**src/rtl/pfl2_pkg.sv**
```systemverilog
package pfl2_pkg;

    typedef struct packed {
        logic pf;    // occupant arrived by prefetch
        logic used;  // demand touched it since fill
    } frame_flags_t;

    localparam frame_flags_t FLAGS_CLEAR = '{pf: 1'b0, used: 1'b0};

    // A line earns an L2 install only if it came by prefetch and was used,
    // counting a demand hit landing in the same cycle as the eviction.
    function automatic logic earns_install(frame_flags_t f, logic hit_now);
        return f.pf && (f.used || hit_now);
    endfunction

endpackage

```
**src/rtl/pfl2_frame_tbl.sv**
```systemverilog
module pfl2_frame_tbl
    import pfl2_pkg::*;
#(
    parameter int FRAMES = 32,
    localparam int FIDX_W = $clog2(FRAMES)
) (
    input  logic              clk,
    input  logic              rst,
    input  logic              fill_vld,
    input  logic [FIDX_W-1:0] fill_frame,
    input  logic              fill_pf,
    input  logic              hit_vld,
    input  logic [FIDX_W-1:0] hit_frame,
    input  logic              clr_vld,
    input  logic [FIDX_W-1:0] clr_frame,
    input  logic [FIDX_W-1:0] rd_frame,
    output frame_flags_t      rd_flags
);

    logic [FRAMES-1:0] pf_q;
    logic [FRAMES-1:0] used_q;

    // Priority per frame: fill overwrites, then eviction clears, then hit marks.
    always_ff @(posedge clk) begin
        if (rst) begin
            pf_q   <= '0;
            used_q <= '0;
        end else begin
            for (int i = 0; i < FRAMES; i++) begin
                if (fill_vld && fill_frame == FIDX_W'(i)) begin
                    pf_q[i]   <= fill_pf;
                    used_q[i] <= 1'b0;
                end else if (clr_vld && clr_frame == FIDX_W'(i)) begin
                    pf_q[i]   <= 1'b0;
                    used_q[i] <= 1'b0;
                end else if (hit_vld && hit_frame == FIDX_W'(i) && pf_q[i]) begin
                    used_q[i] <= 1'b1;
                end
            end
        end
    end

    always_comb begin
        rd_flags.pf   = pf_q[rd_frame];
        rd_flags.used = used_q[rd_frame];
    end

    // hit on a prefetched occupant leaves it marked used
    a_r3_hit_marks_used: assert property (@(posedge clk) disable iff (rst)
        (hit_vld && pf_q[hit_frame]
         && !(fill_vld && fill_frame == hit_frame)
         && !(clr_vld && clr_frame == hit_frame))
        |=> used_q[$past(hit_frame)]);

    // fill replaces the previous occupant's flags
    a_r6_fill_overwrites: assert property (@(posedge clk) disable iff (rst)
        fill_vld |=> (!used_q[$past(fill_frame)]
                      && pf_q[$past(fill_frame)] == $past(fill_pf)));

endmodule

```
**src/rtl/pfl2_evict_dec.sv**
```systemverilog
module pfl2_evict_dec
    import pfl2_pkg::*;
#(
    parameter int FRAMES = 32,
    parameter int ADDR_W = 34,
    localparam int FIDX_W = $clog2(FRAMES)
) (
    input  logic              clk,
    input  logic              rst,
    input  logic              evict_vld,
    input  logic [FIDX_W-1:0] evict_frame,
    input  logic [ADDR_W-1:0] evict_addr,
    input  frame_flags_t      evict_flags,
    input  logic              hit_vld,
    input  logic [FIDX_W-1:0] hit_frame,
    input  logic              q_full,
    output logic              evict_ack,
    output logic              push_vld,
    output logic [ADDR_W-1:0] push_addr,
    output logic              clr_vld,
    output logic [FIDX_W-1:0] clr_frame
);

    logic accept;
    logic hit_same;

    always_comb begin
        evict_ack = !q_full;
        accept    = evict_vld && evict_ack;
        hit_same  = hit_vld && (hit_frame == evict_frame);
        push_vld  = accept && earns_install(evict_flags, hit_same);
        push_addr = evict_addr;
        clr_vld   = accept;
        clr_frame = evict_frame;
    end

    // a frame not holding a prefetched line never pushes
    a_r4_unprefetched_no_push: assert property (@(posedge clk) disable iff (rst)
        (evict_vld && !evict_flags.pf) |-> !push_vld);

    // stalled eviction is not consumed
    a_r9_stall_holds: assert property (@(posedge clk) disable iff (rst)
        q_full |-> (!clr_vld && !push_vld));

endmodule

```
**src/rtl/pfl2_fifo.sv**
```systemverilog
module pfl2_fifo #(
    parameter int W     = 34,
    parameter int DEPTH = 4,
    localparam int PTR_W = (DEPTH > 1) ? $clog2(DEPTH) : 1,
    localparam int CNT_W = $clog2(DEPTH + 1)
) (
    input  logic         clk,
    input  logic         rst,
    input  logic         push,
    input  logic [W-1:0] push_data,
    output logic         full,
    output logic         out_vld,
    output logic [W-1:0] out_data,
    input  logic         out_rdy
);

    logic [W-1:0]     mem_q [DEPTH];
    logic [PTR_W-1:0] wr_q, rd_q;
    logic [CNT_W-1:0] cnt_q;
    logic             pop;

    function automatic logic [PTR_W-1:0] bump(logic [PTR_W-1:0] p);
        return (p == PTR_W'(DEPTH - 1)) ? '0 : p + 1'b1;
    endfunction

    always_comb begin
        full     = (cnt_q == CNT_W'(DEPTH));
        out_vld  = (cnt_q != '0);
        out_data = mem_q[rd_q];
        pop      = out_vld && out_rdy;
    end

    always_ff @(posedge clk) begin
        if (rst) begin
            wr_q  <= '0;
            rd_q  <= '0;
            cnt_q <= '0;
        end else begin
            if (push) begin
                wr_q <= bump(wr_q);
            end
            if (pop) begin
                rd_q <= bump(rd_q);
            end
            if (push && !pop) begin
                cnt_q <= cnt_q + 1'b1;
            end else if (pop && !push) begin
                cnt_q <= cnt_q - 1'b1;
            end
        end
    end

    always_ff @(posedge clk) begin
        if (push) begin
            mem_q[wr_q] <= push_data;
        end
    end

    // no push arrives while the queue is full
    a_r9_no_overflow: assert property (@(posedge clk) disable iff (rst)
        push |-> !full);

endmodule

```
**src/rtl/pfl2_gate.sv**
```systemverilog
module pfl2_gate
    import pfl2_pkg::*;
#(
    parameter int FRAMES = 32,
    parameter int ADDR_W = 34,
    parameter int DEPTH  = 4,
    localparam int FIDX_W = $clog2(FRAMES)
) (
    input  logic              clk,
    input  logic              rst,
    input  logic              fill_vld,
    input  logic [FIDX_W-1:0] fill_frame,
    input  logic              fill_pf,
    input  logic              hit_vld,
    input  logic [FIDX_W-1:0] hit_frame,
    input  logic              evict_vld,
    input  logic [FIDX_W-1:0] evict_frame,
    input  logic [ADDR_W-1:0] evict_addr,
    output logic              evict_ack,
    output logic              inst_vld,
    output logic [ADDR_W-1:0] inst_addr,
    input  logic              inst_rdy
);

    frame_flags_t      ev_flags;
    logic              q_full;
    logic              push_vld;
    logic [ADDR_W-1:0] push_addr;
    logic              clr_vld;
    logic [FIDX_W-1:0] clr_frame;

    pfl2_frame_tbl #(.FRAMES(FRAMES)) tbl_i (
        .clk        (clk),
        .rst        (rst),
        .fill_vld   (fill_vld),
        .fill_frame (fill_frame),
        .fill_pf    (fill_pf),
        .hit_vld    (hit_vld),
        .hit_frame  (hit_frame),
        .clr_vld    (clr_vld),
        .clr_frame  (clr_frame),
        .rd_frame   (evict_frame),
        .rd_flags   (ev_flags)
    );

    pfl2_evict_dec #(.FRAMES(FRAMES), .ADDR_W(ADDR_W)) dec_i (
        .clk         (clk),
        .rst         (rst),
        .evict_vld   (evict_vld),
        .evict_frame (evict_frame),
        .evict_addr  (evict_addr),
        .evict_flags (ev_flags),
        .hit_vld     (hit_vld),
        .hit_frame   (hit_frame),
        .q_full      (q_full),
        .evict_ack   (evict_ack),
        .push_vld    (push_vld),
        .push_addr   (push_addr),
        .clr_vld     (clr_vld),
        .clr_frame   (clr_frame)
    );

    pfl2_fifo #(.W(ADDR_W), .DEPTH(DEPTH)) q_i (
        .clk       (clk),
        .rst       (rst),
        .push      (push_vld),
        .push_data (push_addr),
        .full      (q_full),
        .out_vld   (inst_vld),
        .out_data  (inst_addr),
        .out_rdy   (inst_rdy)
    );

    // a pending request is held steady while the L2 is not ready
    a_r8_hold_stable: assert property (@(posedge clk) disable iff (rst)
        (inst_vld && !inst_rdy) |=> (inst_vld && $stable(inst_addr)));

    // with nothing pending, only an accepted eviction can raise a request
    a_r2_req_needs_evict: assert property (@(posedge clk) disable iff (rst)
        (!inst_vld && !(evict_vld && evict_ack)) |=> !inst_vld);

endmodule

```
**config.mk**
```make
export PLATFORM = sky130hd
export DESIGN_NAME = pfl2_gate
export DESIGN_NICKNAME = d
export VERILOG_FILES = /design/src/rtl/pfl2_pkg.sv /design/src/rtl/pfl2_frame_tbl.sv /design/src/rtl/pfl2_evict_dec.sv /design/src/rtl/pfl2_fifo.sv /design/src/rtl/pfl2_gate.sv
export SDC_FILE = /design/constraint.sdc
export NUM_CORES = 1
export LEC_CHECK = 0
export CAP_MARGIN = 25
export CELL_PAD_IN_SITES_DETAIL_PLACEMENT = 0
export CELL_PAD_IN_SITES_GLOBAL_PLACEMENT = 1
export CORE_ASPECT_RATIO = 1.75
export CORE_UTILIZATION = 35
export DETAILED_ROUTE_END_ITERATION = 10
export GPL_TIMING_DRIVEN = 0
export PLACE_DENSITY = 0.72
export SLEW_MARGIN = 10
export SYNTH_ARGS = -nofsm -noshare
export SYNTH_HDL_FRONTEND = slang
export SYNTH_HIERARCHICAL = 1
export SYNTH_SLANG_ARGS = --single-unit
```
**constraint.sdc**
```tcl
create_clock -name clk -period 2.7 [get_ports clk]
set_input_delay 0.27 -clock clk [delete_from_list [all_inputs] [get_ports clk]]
set_output_delay 0.27 -clock clk [all_outputs]
set_load 0.02 [all_outputs]
```
Yosys cells after proc, flatten, opt, wreduce, memory -nomap -nowiden
Memories as Yosys holds them, arrays and structs flattened. A register that Yosys moved wholly into a read port is not among the register bits.
Index checks and enable logic that the tools add are counted.
{"block": "totals", "mem_bits_rw": 136, "reg_bits": 71, "inputBits": 56, "n_memories": 1}
{"memory": "q_i.mem_q", "depth": 4, "word_bits": 34, "read_ports": 1, "rd_clocked_by_memory_dff": 1, "wr": 1, "line": "pfl2_fifo.sv:17", "rtl": "logic [W-1:0] mem_q [DEPTH];"}
{"block": "op_classes", "add_sub_neg": 4, "n_mux": 76, "n_reduce_logical": 208, "order_cmp": 1, "n_eq_ne": 97}
{"op": "equality test 5 bit (second input constant)", "n": 48}
{"op": "logical AND 1 bit", "n": 135}
{"op": "equality test 5 x 4 -> 1 bit (second input constant)", "n": 24}
{"op": "OR reduction 3 bit", "n": 32}
{"op": "2-to-1 mux 1 bit", "n": 68}
{"op": "nonzero test 2 bit", "n": 33}
{"op": "equality test 5 x 3 -> 1 bit (second input constant)", "n": 12}
{"op": "equality test 5 x 2 -> 1 bit (second input constant)", "n": 6}
{"op": "equality test 5 x 1 -> 1 bit (second input constant)", "n": 3}
{"op": "zero test 5 bit", "n": 3}
{"op": "binary-select mux 1 bit (select 5 bit)", "n": 2}
{"op": "2-to-1 mux 2 bit", "n": 4}
{"op": "< comparator 5 x 6 -> 1 bit (second input constant)", "n": 1}
{"op": "2-to-1 mux 3 bit", "n": 2}
{"op": "equality test 5 bit", "n": 1}
{"op": "adder 2 x 1 -> 2 bit (second input constant)", "n": 2}
{"op": "equality test 2 bit (second input constant)", "n": 2}
{"op": "adder 3 x 1 -> 3 bit (second input constant)", "n": 1}
{"op": "equality test 3 bit (second input constant)", "n": 1}
{"op": "zero test 1 bit", "n": 3}
{"op": "nonzero test 3 bit", "n": 1}
{"op": "subtractor 3 x 1 -> 3 bit (second input constant)", "n": 1}
{"op": "logical OR 1 bit", "n": 1}

Logic depth before layout (Yosys ltp)
Gate-level depths: netlist of the first run.
{"block": "logic_depth", "word_depth": 9, "ltp_mapped": 16, "mapped_depth_nobuf": 14}

Hierarchy
Netlist of the first run, hierarchy kept.
{"mod": "pfl2_fifo", "cells_per_inst": 222, "area_per_inst_um2": 5412.7, "n_inst": 1}
{"mod": "pfl2_frame_tbl", "cells_per_inst": 402, "area_per_inst_um2": 3417.0, "n_inst": 1}
{"mod": "pfl2_evict_dec", "cells_per_inst": 51, "area_per_inst_um2": 381.6, "n_inst": 1}

Worst setup path before layout of the first run
No wires, ideal clock.
{"block": "synth_timing", "path_kind": "input to register", "from": "input port evict_frame[1]", "to": "register q_i.cnt_q[2]", "path_buffers": 3, "setup_slack_ns": -0.236, "arrival_time_ns": 2.866, "path_stages": 16, "path_cell_list": "buf_6 -> buf_12 -> buf_6 -> mux2i_1 -> a22oi_1 -> nand4b_1 -> o311ai_1 -> and3b_1 -> nand3_1 -> o21ai_2 -> ha_1 -> inv_1 -> fa_1 -> xor2_1 -> or3_1 -> a21oi_1"}
{"item": "start: declaration", "line": "pfl2_gate.sv:17", "rtl": "input logic [FIDX_W-1:0] evict_frame,"}
{"item": "end signal: assignment", "line": "pfl2_fifo.sv:46", "rtl": "cnt_q <= cnt_q + 1'b1;"}
{"item": "end signal: assignment", "line": "pfl2_fifo.sv:48", "rtl": "cnt_q <= cnt_q - 1'b1;"}
{"item": "end: declaration", "line": "pfl2_fifo.sv:19", "rtl": "logic [CNT_W-1:0] cnt_q;"}

==> run metrics, run 1 <==
most frequent cells in the layout edfxtp_1, dfxtp_1, buf_4; multi-input combinational cell area 0.00317 sq mm; Initial Util 35.6%; worst slew pin tran ~0.93 ns; Post-Place Cells 1050; period utilization 108%; LEAKAGE 3.82 nW; Die Height 217 um; Final Non-Filler Cells about 1100; Max Cap Viol 0; unrepaired setup endpoints after global routing true; final wirelength between 20 and 25 mm; Setup crit end kind register; vias in the first global route about 6300; Hold Violations, Final 0; Arr. time, crit path 3.32 ns; Die X-Extent 125 um; WL/cell 21.5 um; row cnt 78; antenna violations before repair 0; Worst-path clk slew 0.06 ns; Max Slew Vio Count 0; DRT iter0 DRCs ~340; GRT met2 Usage between 30 and 40%; Post-Synthesis Cells 675; status complete, but fails checks; Max clock buf depth 3; Achievable Freq 0.345 GHz; commonest non-fill, non-tap cell in the layout edfxtp_1; IO Port Bufs 55; dpl hpwl 16.8 mm; drt drc 0; Congestion Overflow GR 0; ANT nets after route 0; H-tree levels 1; Slowest cell on crit path dfxtp_2; EDFF count, synth about 140; mean area per synthesized cell 13.6 sq um; max incr delay on CP 0.34 ns; hold crit path type in2reg; Placed Area 0.0102 sq mm; die area 0.0270 sq mm; GPL Wtd Cong a little over 0.9; CP startpoint kind register; CTS tree yes; post-route setup slack -0.203 ns; syn_nets roughly 740; reg2reg setup slack -0.20 ns; Slew HR 37.5%; DR vias 6153; worst vdd ir 398 uV; largest net degree at the start of global routing 35; IO Pins 92; PwrDens 709 mW/mm^2; total power draw approximately 0.008 W; core area 0.0259 sq mm; diode count 0; met1 Usage GRT roughly 18%; fillers 2347; global routing's busiest layer met2; Final #Nets 861; Synth Register Bits approximately 210; TritonCTS Buffers 21; final core utilization a little over two fifths; design area 0.0113 sq mm; layout cells sized above 1 21.6%; worst-skew pair later-pin latency 0.49 ns; Crit path required time 3.12 ns; minimum clock period 2.90 ns; clk root buf clkbuf_16; CP Cell Sequence mux2i_2 > a22oi_2 > and4b_1 > a31oi_1 > o311ai_1 > and3b_1 > nand3_2 > o21ai_4 > ha_2 > inv_2 > fa_2 > xor2_1 > or3_1 > a21oi_2; Mapped Area 0.00921 sq mm; Vias/cell around 5.4; Syn. warnings 6; final setup skew 0.0102 ns; TritonCTS Sinks around 210; Setup CP Type reg2reg; Layout area overhead 22.8%; final setup vio count 69; register area 0.00556 sq mm; Total Routing Usage GR 17.5%; FFs w/ async S/R, synth 0%; GR Layer Usage met3 around 2%; drt pass-1 iters 5; Yosys cell types 57; sequential area share after synthesis 60.2%; ys flop type edfxtp_1; first-pass GRT wire length 35.7 mm; CP max FO 6; failing checks setup timing
synthesized netlist by cell type, types with 5 or more instances:
library cell	count	area share (%)
buf_4	42	3.4
mux4_2	30	7.3
a22oi_1	14	1.1
o21ai_1	5	0.27
and2_1	9	0.61
nand2_1	29	1.2
inv_1	13	0.53
o21ai_0	7	0.38
o32ai_1	9	0.86
nor2_1	40	1.6
o22ai_1	25	1.7
a21oi_1	7	0.38
nor2b_1	10	0.68
nand2b_1	8	0.54
nand4b_1	7	0.67
xnor2_1	5	0.48
ha_1	6	0.81
a31oi_1	34	2.3
nor3_1	33	1.8
buf_2	10	0.54
edfxtp_1	136	44
nand3_1	7	0.38
mux2i_1	36	3.9
clkbuf_1	9	0.37
nor4_1	7	0.48
dfxtp_1	73	16
sequential cells by signal (all words and copies together) (netlist names), named ones only:
register	flops
q_i/cnt_q	3
tbl_i/used_q	32
tbl_i/pf_q	32
q_i/mem_q	136
q_i/wr_q	2
q_i/rd_q	2
critical path, delay by kind of cell (launching register included):
kind	cells	cell delay [ns]
and+or+nand+nor	4	0.92
AOI/OAI and AO/OA	5	0.75
adders and majority gates	2	0.56
DFF	1	0.34
xor gates and xnor gates	1	0.15
muxes	1	0.07
buffers and inverters	1	0.04
report_power, final:
group          internal, W  total [W]  switching, W  leakage [nW]
registers          0.00347    0.00353     0.0000625          1.82
clock network      0.00154    0.00272       0.00119         0.306
logic             0.000913    0.00177      0.000857          1.69
layer usage:
| metal | vias to the layer above | share of wire (%) | routed length [um] |
|---|---|---|---|
| met1 | 3034 | 36 | 8700 |
| met3 | 68 | 4.4 | 1080 |
| li1 | 2834 | - | - |
| met4 | 0 | 6.3 | 1540 |
| met5 | - | 0 | 0 |
| met2 | 217 | 53 | 13000 |
repair_timing:
| action | in CTS | in global routing |
|---|---|---|
| resized for setup | 27 | 15 |
| endpoints found under the setup margin | 139 | 165 |
| cloned | 0 | 2 |
| hold buffers | 34 | 0 |
| pin swaps | 10 | 0 |
| buffers inserted | 9 | 4 |
| hold endpoints to repair | 136 | 0 |
kinds of logic after synthesis:
| kind of cell | count (synthesis) | synth area share, % |
|---|---|---|
| AO/OA/AOI/OAI | 117 | 8.76 |
| AND/OR/NAND/NOR | 180 | 10.6 |
| buffers and inverters | 85 | 6.36 |
| multiplexers | 70 | 12.4 |
| XOR/XNOR | 7 | 0.666 |
| flip-flops | 209 | 60.2 |
| adder cells (fa/ha/maj) | 7 | 1.03 |
cell type report:
cell class | instances | share of cell area, %
Timing Repair Buffer | 102 | 8.60
Inverter | 13 | 0.431
Clock buffer | 25 | 4.78
Sequential cell | 209 | 49.1
Tap cell | 320 | 3.54
Buffer | 68 | 4.70
Multi-Input combinational cell | 383 | 28.0
Clock inverter | 12 | 0.840
through the flow:
step,setup WS (ns),hold slack [ns],setup TNS (ns)
6_report,-0.203,0.192,-10.26
3_5_place_dp,-1.35,0.462,-176.73
4_1_cts,-0.181,0.162,-11.89
5_1_grt,-0.323,0.203,-17.64
3_3_place_gp,-1.32,0.459,-177.66
2_1_floorplan,-0.216,0.339,-0.216
worst paths after layout:
kind                                from                          end  depth (start not counted)
min reg2reg   tbl_i/pf_q[9]$_SDFFE_PP0P_   tbl_i/pf_q[9]$_SDFFE_PP0P_                          2
min                        fill_frame[2]  tbl_i/pf_q[16]$_SDFFE_PP0P_                          4
max          tbl_i/pf_q[10]$_SDFFE_PP0P_    q_i/cnt_q[2]$_SDFFE_PP0P_                         14
max reg2reg  tbl_i/pf_q[10]$_SDFFE_PP0P_    q_i/cnt_q[2]$_SDFFE_PP0P_                         14
Power figures use the tool's default switching activity.
==> inputs of run 2 (changes only) <==
--- a/config.mk
+++ b/config.mk
@@ -12,6 +12,7 @@
 export CORE_UTILIZATION = 35
 export DETAILED_ROUTE_END_ITERATION = 10
 export GPL_TIMING_DRIVEN = 0
+export HOLD_SLACK_MARGIN = 0.12
 export PLACE_DENSITY = 0.72
 export SLEW_MARGIN = 10
 export SYNTH_ARGS = -nofsm -noshare
==> constraint.sdc (replaced) <==
create_clock -name clk -period 2.7 [get_ports clk]
set_input_delay 0.27 -clock clk [delete_from_list [all_inputs] [get_ports clk]]
set_output_delay 0.27 -clock clk [all_outputs]
set_load 0.1 [all_outputs]
==> run metrics, run 2 (synthesis results as in run 1) <==
hold crit path type in2reg (unchanged); post-route setup slack -0.184 ns (was -0.203 ns); commonest non-fill, non-tap cell in the layout edfxtp_1 (unchanged); dpl hpwl 16.8 mm (unchanged); reg2reg setup slack -0.18 ns (was -0.20 ns); DR vias 6157 (was 6153); worst vdd ir 397 uV (was 398 uV); final setup skew 0.00995 ns (was 0.0102 ns); Final #Nets 863 (was 861); largest net degree at the start of global routing 35 (unchanged); CTS tree yes (unchanged); Achievable Freq 0.347 GHz (was 0.345 GHz); clk root buf clkbuf_16 (unchanged); Max Slew Vio Count 0 (unchanged); Total Routing Usage GR 17.6% (was 17.5%); LEAKAGE 3.86 nW (was 3.82 nW); Final Non-Filler Cells 1134 (was 1132); final setup vio count 35 (was 69); Hold Violations, Final 0 (unchanged); TritonCTS Buffers 21 (unchanged); max FFs per register 136 (unchanged); Initial Util 35.6% (unchanged); IO Pins 92 (unchanged); IO Port Bufs 55 (unchanged); Die X-Extent 125 um (unchanged); GPL Wtd Cong 0.909 (unchanged); PwrDens 793 mW/mm^2 (was 709 mW/mm^2); hold path endpoint tbl_i/pf_q[16]$_SDFFE_PP0P_ (unchanged); Biggest register q_i/mem_q (unchanged); TritonCTS Sinks 209 (unchanged); CP startpoint kind register (unchanged); core area 0.0259 sq mm (unchanged); CP max FO 4 (was 6); Post-Place Cells 1050 (unchanged); Die Height 217 um (unchanged); period utilization 107% (was 108%); Setup CP Type reg2reg (unchanged); vias in the first global route 6381 (was 6346); WL/cell 21.4 um (was 21.5 um); unrepaired setup endpoints after global routing true (unchanged); Max clock buf depth 3 (unchanged); drt pass-1 iters 5 (unchanged); most frequent cells in the layout edfxtp_1, dfxtp_1, buf_4 (unchanged); Setup TNS -4.91 ns (was -10.26 ns); reg-to-reg endpoint q_i/cnt_q[2]$_SDFFE_PP0P_ (unchanged); final wirelength 24.3 mm (about the same); diode count 0 (unchanged); row cnt 78 (unchanged); Worst-path clk slew 0.06 ns (about the same); Max Cap Viol 0 (unchanged); antenna violations before repair 0 (unchanged); Arr. time, crit path 3.31 ns (was 3.32 ns); multi-input combinational cell area 0.00318 sq mm (was 0.00317 sq mm); minimum clock period 2.88 ns (was 2.90 ns); Slew HR 32.6% (was 37.5%); first-pass GRT wire length 35.8 mm (was 35.7 mm); final core utilization 44.0% (was 43.7%); die area 0.0270 sq mm (unchanged); DRT iter0 DRCs 347 (was 335); Vias/cell 5.43 (was 5.44); Setup crit end kind register (unchanged); fillers 2347 (unchanged); ANT nets after route 0 (unchanged); Largest regs q_i/mem_q (136), tbl_i/pf_q (32), tbl_i/used_q (32) (unchanged); final hold slack 0.182 ns (was 0.192 ns); hold_sp fill_frame[2] (unchanged); Crit path required time 3.12 ns (about the same); FF-to-FF path depth 14 (unchanged); failing checks setup timing (unchanged); Hold Crit Depth 4 (unchanged); worst-skew pair later-pin latency 0.49 ns (about the same); status complete, but fails checks (unchanged); layout cells sized above 1 25.6% (was 21.6%); Congestion Overflow GR 0 (unchanged); Layout area overhead 23.5% (was 22.8%); register area 0.00556 sq mm (about the same); drt drc 0 (unchanged); worst slew pin tran 1.01 ns (was 0.931 ns); reg2reg start tbl_i/pf_q[8]$_SDFFE_PP0P_ (was tbl_i/pf_q[10]$_SDFFE_PP0P_); H-tree levels 1 (unchanged)
==> run 2: cell types whose count changed in the layout (fill, tap and decap cells not counted), moves of 2 or more <==
cell | before | now
dfxtp_2 | 11 | 14
clkdlybuf4s15_2 | 0 | 30
dlygate4sd2_1 | 0 | 5
clkdlybuf4s50_1 | 52 | 17
and2_4 | 5 | 7
dfxtp_1 | 62 | 59
==> run 2: how the worst max path moves through the flow <==
stage                                start                   endpoint  slack, ns  cells after the start
6_report        tbl_i/pf_q[8]$_SDFFE_PP0P_  q_i/cnt_q[2]$_SDFFE_PP0P_      -0.18                     14
5_1_grt         tbl_i/pf_q[1]$_SDFFE_PP0P_  q_i/cnt_q[2]$_SDFFE_PP0P_      -0.32                     13
4_1_cts        tbl_i/pf_q[15]$_SDFFE_PP0P_  q_i/cnt_q[2]$_SDFFE_PP0P_      -0.19                     14
3_5_place_dp                evict_frame[1]  q_i/cnt_q[2]$_SDFFE_PP0P_      -1.35                     17
3_3_place_gp                evict_frame[1]  q_i/cnt_q[2]$_SDFFE_PP0P_      -1.32                     17
2_1_floorplan               evict_frame[1]  q_i/cnt_q[2]$_SDFFE_PP0P_      -0.22                     16
==> run 2: repair_timing <==
action,in CTS,in global routing
resized for setup,123,17
cloned,0,3
hold buffers,34,0
buffers inserted,9,4
setup endpoints to repair,174,138
endpoints found under the hold margin,136,0
pin swaps,10,8
==> run 2: metrics by stage <==
stage	total power, W	area [sq um]	setup slack (ns)
after detailed placement	0.00637	10200	-1.35
after CTS	0.00910	11300	-0.187
final	0.00902	11400	-0.184
after floorplan	0.00578	9230	-0.216
after global placement	0.00636	10200	-1.32
after global routing	0.00930	11400	-0.325
==> run 2: worst max-delay path, stage by stage (launching register included) <==
cell      delay [ns]
dfxtp_2         0.34
mux2i_2         0.07
a22oi_2         0.21
and4b_1         0.26
a31oi_1         0.07
o311ai_1        0.10
and3b_1         0.23
nand3_2         0.10
o21ai_4         0.24
ha_2            0.22
inv_1           0.05
fa_2            0.33
xor2_1          0.15
or3_1           0.33
a21oi_2         0.11
==> run 2: cell type report <==
| type | instances | area share (%) |
|---|---|---|
| buffer | 69 | 4.69 |
| clock buffer | 25 | 4.75 |
| clock inverter | 12 | 0.836 |
| inverter | 13 | 0.429 |
| multi-input combinational | 384 | 27.9 |
| sequential | 209 | 48.9 |
| tap | 320 | 3.52 |
| timing repair buffer | 102 | 8.94 |
==> run 2: power by group <==
group / switching (W) / internal, W
clock network: 0.00118 / 0.00154
registers: 0.0000579 / 0.00347
logic: 0.00192 / 0.000853
==> run 2: metal layers <==
metal / vias to the layer above / GRT usage [%] / part of all wire (%)
met2: 231 / 33.0 / 53
met3: 82 / 1.95 / 4.5
met5: - / 0 / 0
met1: 3004 / 17.9 / 35
li1: 2840 / - / -
met4: 0 / 12.5 / 6.9
==> inputs of run 3 (changes only) <==
--- a/config.mk
+++ b/config.mk
@@ -5,7 +5,7 @@
 export SDC_FILE = /design/constraint.sdc
 export NUM_CORES = 1
 export LEC_CHECK = 0
-export CAP_MARGIN = 25
+export ABC_AREA = 1
 export CELL_PAD_IN_SITES_DETAIL_PLACEMENT = 0
 export CELL_PAD_IN_SITES_GLOBAL_PLACEMENT = 1
 export CORE_ASPECT_RATIO = 1.75
@@ -13,7 +13,7 @@
 export DETAILED_ROUTE_END_ITERATION = 10
 export GPL_TIMING_DRIVEN = 0
 export HOLD_SLACK_MARGIN = 0.12
-export PLACE_DENSITY = 0.72
+export PLACE_DENSITY = 0.75
 export SLEW_MARGIN = 10
 export SYNTH_ARGS = -nofsm -noshare
 export SYNTH_HDL_FRONTEND = slang
==> run metrics, run 3 <==
status complete, no violations (was complete, but fails checks); final wirelength 27.6 mm (was 24.3 mm); Die Height 223 um (was 217 um); minimum clock period 2.59 ns (was 2.88 ns); dpl hpwl 20.7 mm (was 16.8 mm); DRT iter0 DRCs 351 (was 347); CP startpoint kind register (unchanged); TritonCTS Buffers 20 (was 21); Hold Crit Depth 2 (was 4); Congestion Overflow GR 0 (unchanged); largest cells by area after synthesis edfxtp_1, dfxtp_1, nand2_1 (was edfxtp_1, dfxtp_1, mux4_2); CTS tree yes (unchanged); hold crit path type reg2reg (was in2reg); unrepaired setup endpoints after global routing true (unchanged); Setup crit end kind output pin (was register); final setup vio count 0 (was 35); Worst-path clk slew 0.06 ns (about the same); final hold slack 0.450 ns (was 0.182 ns); Arr. time, crit path 2.32 ns (was 3.31 ns); top-count cell post-synth nand2_1 (was edfxtp_1); Final Non-Filler Cells 1521 (was 1134); most frequent cells in the layout nand2_1, edfxtp_1, nor2_1 (was edfxtp_1, dfxtp_1, buf_4); Vias/cell 4.88 (was 5.43); layout cells sized above 1 19.5% (was 25.6%); Die X-Extent 128 um (was 125 um); clk root buf clkbuf_16 (unchanged); Hold Violations, Final 0 (unchanged); worst slew pin tran 0.960 ns (was 1.01 ns); total power draw 0.0112 W (was 0.00902 W); drt pass-1 iters 5 (unchanged); Max clock buf depth 3 (unchanged); final setup skew 0.0164 ns (was 0.00995 ns); max FFs per register 136 (unchanged); hold_sp tbl_i/used_q[30]$_SDFFE_PP0P_ (was fill_frame[2]); diode count 0 (unchanged); row cnt 80 (was 78); core area 0.0273 sq mm (was 0.0259 sq mm); Max Cap Viol 0 (unchanged); Synth Register Bits 209 (unchanged); ANT nets after route 0 (unchanged); CP max FO 10 (was 4); DR vias 7428 (was 6157); Mapped Area 0.00976 sq mm (was 0.00921 sq mm); Yosys cell types 32 (was 57); Layout area overhead 21.5% (was 23.5%); Biggest register q_i/mem_q (unchanged); Final #Nets 1202 (was 863); IO Port Bufs 57 (was 55); synth cell count leaders nand2_1, edfxtp_1, nor2_1 (was edfxtp_1, dfxtp_1, buf_4); H-tree levels 1 (unchanged); reg2reg setup slack 0.26 ns (was -0.18 ns); PwrDens 947 mW/mm^2 (was 793 mW/mm^2); Slew HR 35.8% (was 32.6%); FFs w/ async S/R, synth 0% (unchanged); Post-Synthesis Cells 1021 (was 675); Initial Util 35.7% (was 35.6%); family with the most delay on the worst path buffers and inverters (was simple AND/OR/NAND/NOR gates); largest net degree at the start of global routing 32 (was 35); commonest non-fill, non-tap cell in the layout nand2_1 (was edfxtp_1); Achievable Freq 0.386 GHz (was 0.347 GHz); first-pass GRT wire length 41.0 mm (was 35.8 mm); hold path endpoint tbl_i/used_q[30]$_SDFFE_PP0P_ (was tbl_i/pf_q[16]$_SDFFE_PP0P_); mean area per synthesized cell 9.56 sq um (was 13.6 sq um); Post-Place Cells 1451 (was 1050); die area 0.0286 sq mm (was 0.0270 sq mm); CP Cell Sequence buf_2 > o21ai_0 > o22ai_1 > clkdlybuf4s15_2 (was mux2i_2 > a22oi_2 > and4b_1 > a31oi_1 > o311ai_1 > and3b_1 > nand3_2 > o21ai_4 > ha_2 > inv_1 > fa_2 > xor2_1 > or3_1 > a21oi_2); sequential area share after synthesis 56.8% (was 60.2%); WL/cell 18.2 um (was 21.4 um); worst-skew pair later-pin latency 0.50 ns (was 0.49 ns); share of the synthesized area in the top cell type 41.8% (was 44.3%); Placed Area 0.0109 sq mm (was 0.0102 sq mm); max incr delay on CP 0.61 ns (was 0.34 ns); worst vdd ir 661 uV (was 397 uV); Yosys top cell by area edfxtp_1 (unchanged); Total Routing Usage GR 19.3% (was 17.6%); drt drc 0 (unchanged); Slowest cell on crit path clkdlybuf4s15_2 (was dfxtp_2); Syn. warnings 6 (unchanged); EDFF count, synth 136 (unchanged); GPL Wtd Cong 1.13 (was 0.909); antenna violations before repair 0 (unchanged); design area 0.0119 sq mm (was 0.0114 sq mm); TritonCTS Sinks 209 (unchanged); fillers 2652 (was 2347); reg-to-reg endpoint q_i/cnt_q[2]$_SDFFE_PP0P_ (unchanged); LEAKAGE 4.43 nW (was 3.86 nW); Largest regs q_i/mem_q (136), tbl_i/pf_q (32), tbl_i/used_q (32) (unchanged); IO Pins 92 (unchanged); period utilization 95.8% (was 107%); Crit path buffers/inverters 2 (was 1); Max Slew Vio Count 0 (unchanged); FF-to-FF path depth 19 (was 14); ys flop type edfxtp_1 (unchanged); Setup CP Type reg2out (was reg2reg); vias in the first global route 7414 (was 6381); syn_nets 1084 (was 738); Crit path required time 2.43 ns (was 3.12 ns); reg2reg start tbl_i/pf_q[30]$_SDFFE_PP0P_ (was tbl_i/pf_q[8]$_SDFFE_PP0P_)
run 3: logic make-up after synthesis:
family,count (synthesis),share of synthesized area (%)
adder cells (fa/ha/maj),7,0.974
XOR/XNOR,1,0.0898
AO/OA/AOI/OAI,173,11.8
AND/OR/NAND/NOR,474,20.8
buffers and inverters,157,9.47
flip-flops,209,56.8
run 3: how the worst max path moves through the flow:
stage                         startpoint                    endpoint  slack, ns  cells past startpoint
after floorplan                 register               inst_addr[22]       0.25                      5
after global placement    evict_frame[2]  q_i/mem_q[3][24]$_DFFE_PP_      -1.44                     12
after detailed placement  evict_frame[2]   q_i/cnt_q[2]$_SDFFE_PP0P_      -0.79                     19
after CTS                       register               inst_addr[30]      0.004                      6
after global routing      evict_frame[0]   q_i/cnt_q[2]$_SDFFE_PP0P_     -0.003                     22
final                           register               inst_addr[22]       0.11                      4
run 3: repair_timing:
item / CTS / global route
pin swaps: 0 / 0
buffers inserted: 1 / 0
resized for setup: 98 / 12
endpoints found under the setup margin: 67 / 6
hold endpoints to repair: 136 / 0
hold buffers: 34 / 0
run 3: final cells by class:
type / count / area (sq um) / share of cell area [%]
buffer: 85 / 648 / 5.47
clock buffer: 25 / 541 / 4.56
clock inverter: 10 / 60.1 / 0.507
inverter: 72 / 280 / 2.36
multi-input combinational: 655 / 3300 / 27.9
sequential: 209 / 5550 / 46.8
tap: 369 / 462 / 3.89
timing repair buffer: 96 / 1020 / 8.58
run 3: power by group:
| part | switching [W] | internal [W] | total (W) |
|---|---|---|---|
| Clock | 0.00116 | 0.00143 | 0.00260 |
| Sequential | 0.0000560 | 0.00346 | 0.00352 |
| Combinational | 0.00395 | 0.00117 | 0.00512 |
| Total | 0.00517 | 0.00606 | 0.0112 |
run 3: stage by stage:
step | utilization [%] | setup WS [ns] | setup TNS, ns
2_1_floorplan | - | 0.255 | 0
3_3_place_gp | 39.5 | -1.44 | -188.68
3_5_place_dp | 39.8 | -0.790 | -67.62
4_1_cts | 43.4 | 0.00353 | 0
5_1_grt | 43.4 | -0.00332 | -0.00332
6_report | 43.4 | 0.112 | 0
run 3: worst register-to-register path: cells and delay by family, from the launching register on:
kind / cells / cell delay (ns)
buffers and inverters: 3 / 0.19
flip-flops: 1 / 0.37
AO/OA/AOI/OAI: 1 / 0.18
adder cells (fa/ha/maj): 2 / 0.62
AND/OR/NAND/NOR: 13 / 0.99
run 3: per-layer routing:
metal / vias up / track usage [%] / routed length [um]
li1: 3704 / - / -
met1: 3434 / 17.1 / 9190
met2: 213 / 39.0 / 15600
met3: 77 / 2.61 / 1070
met4: 0 / 12.4 / 1700
met5: - / 0 / 0
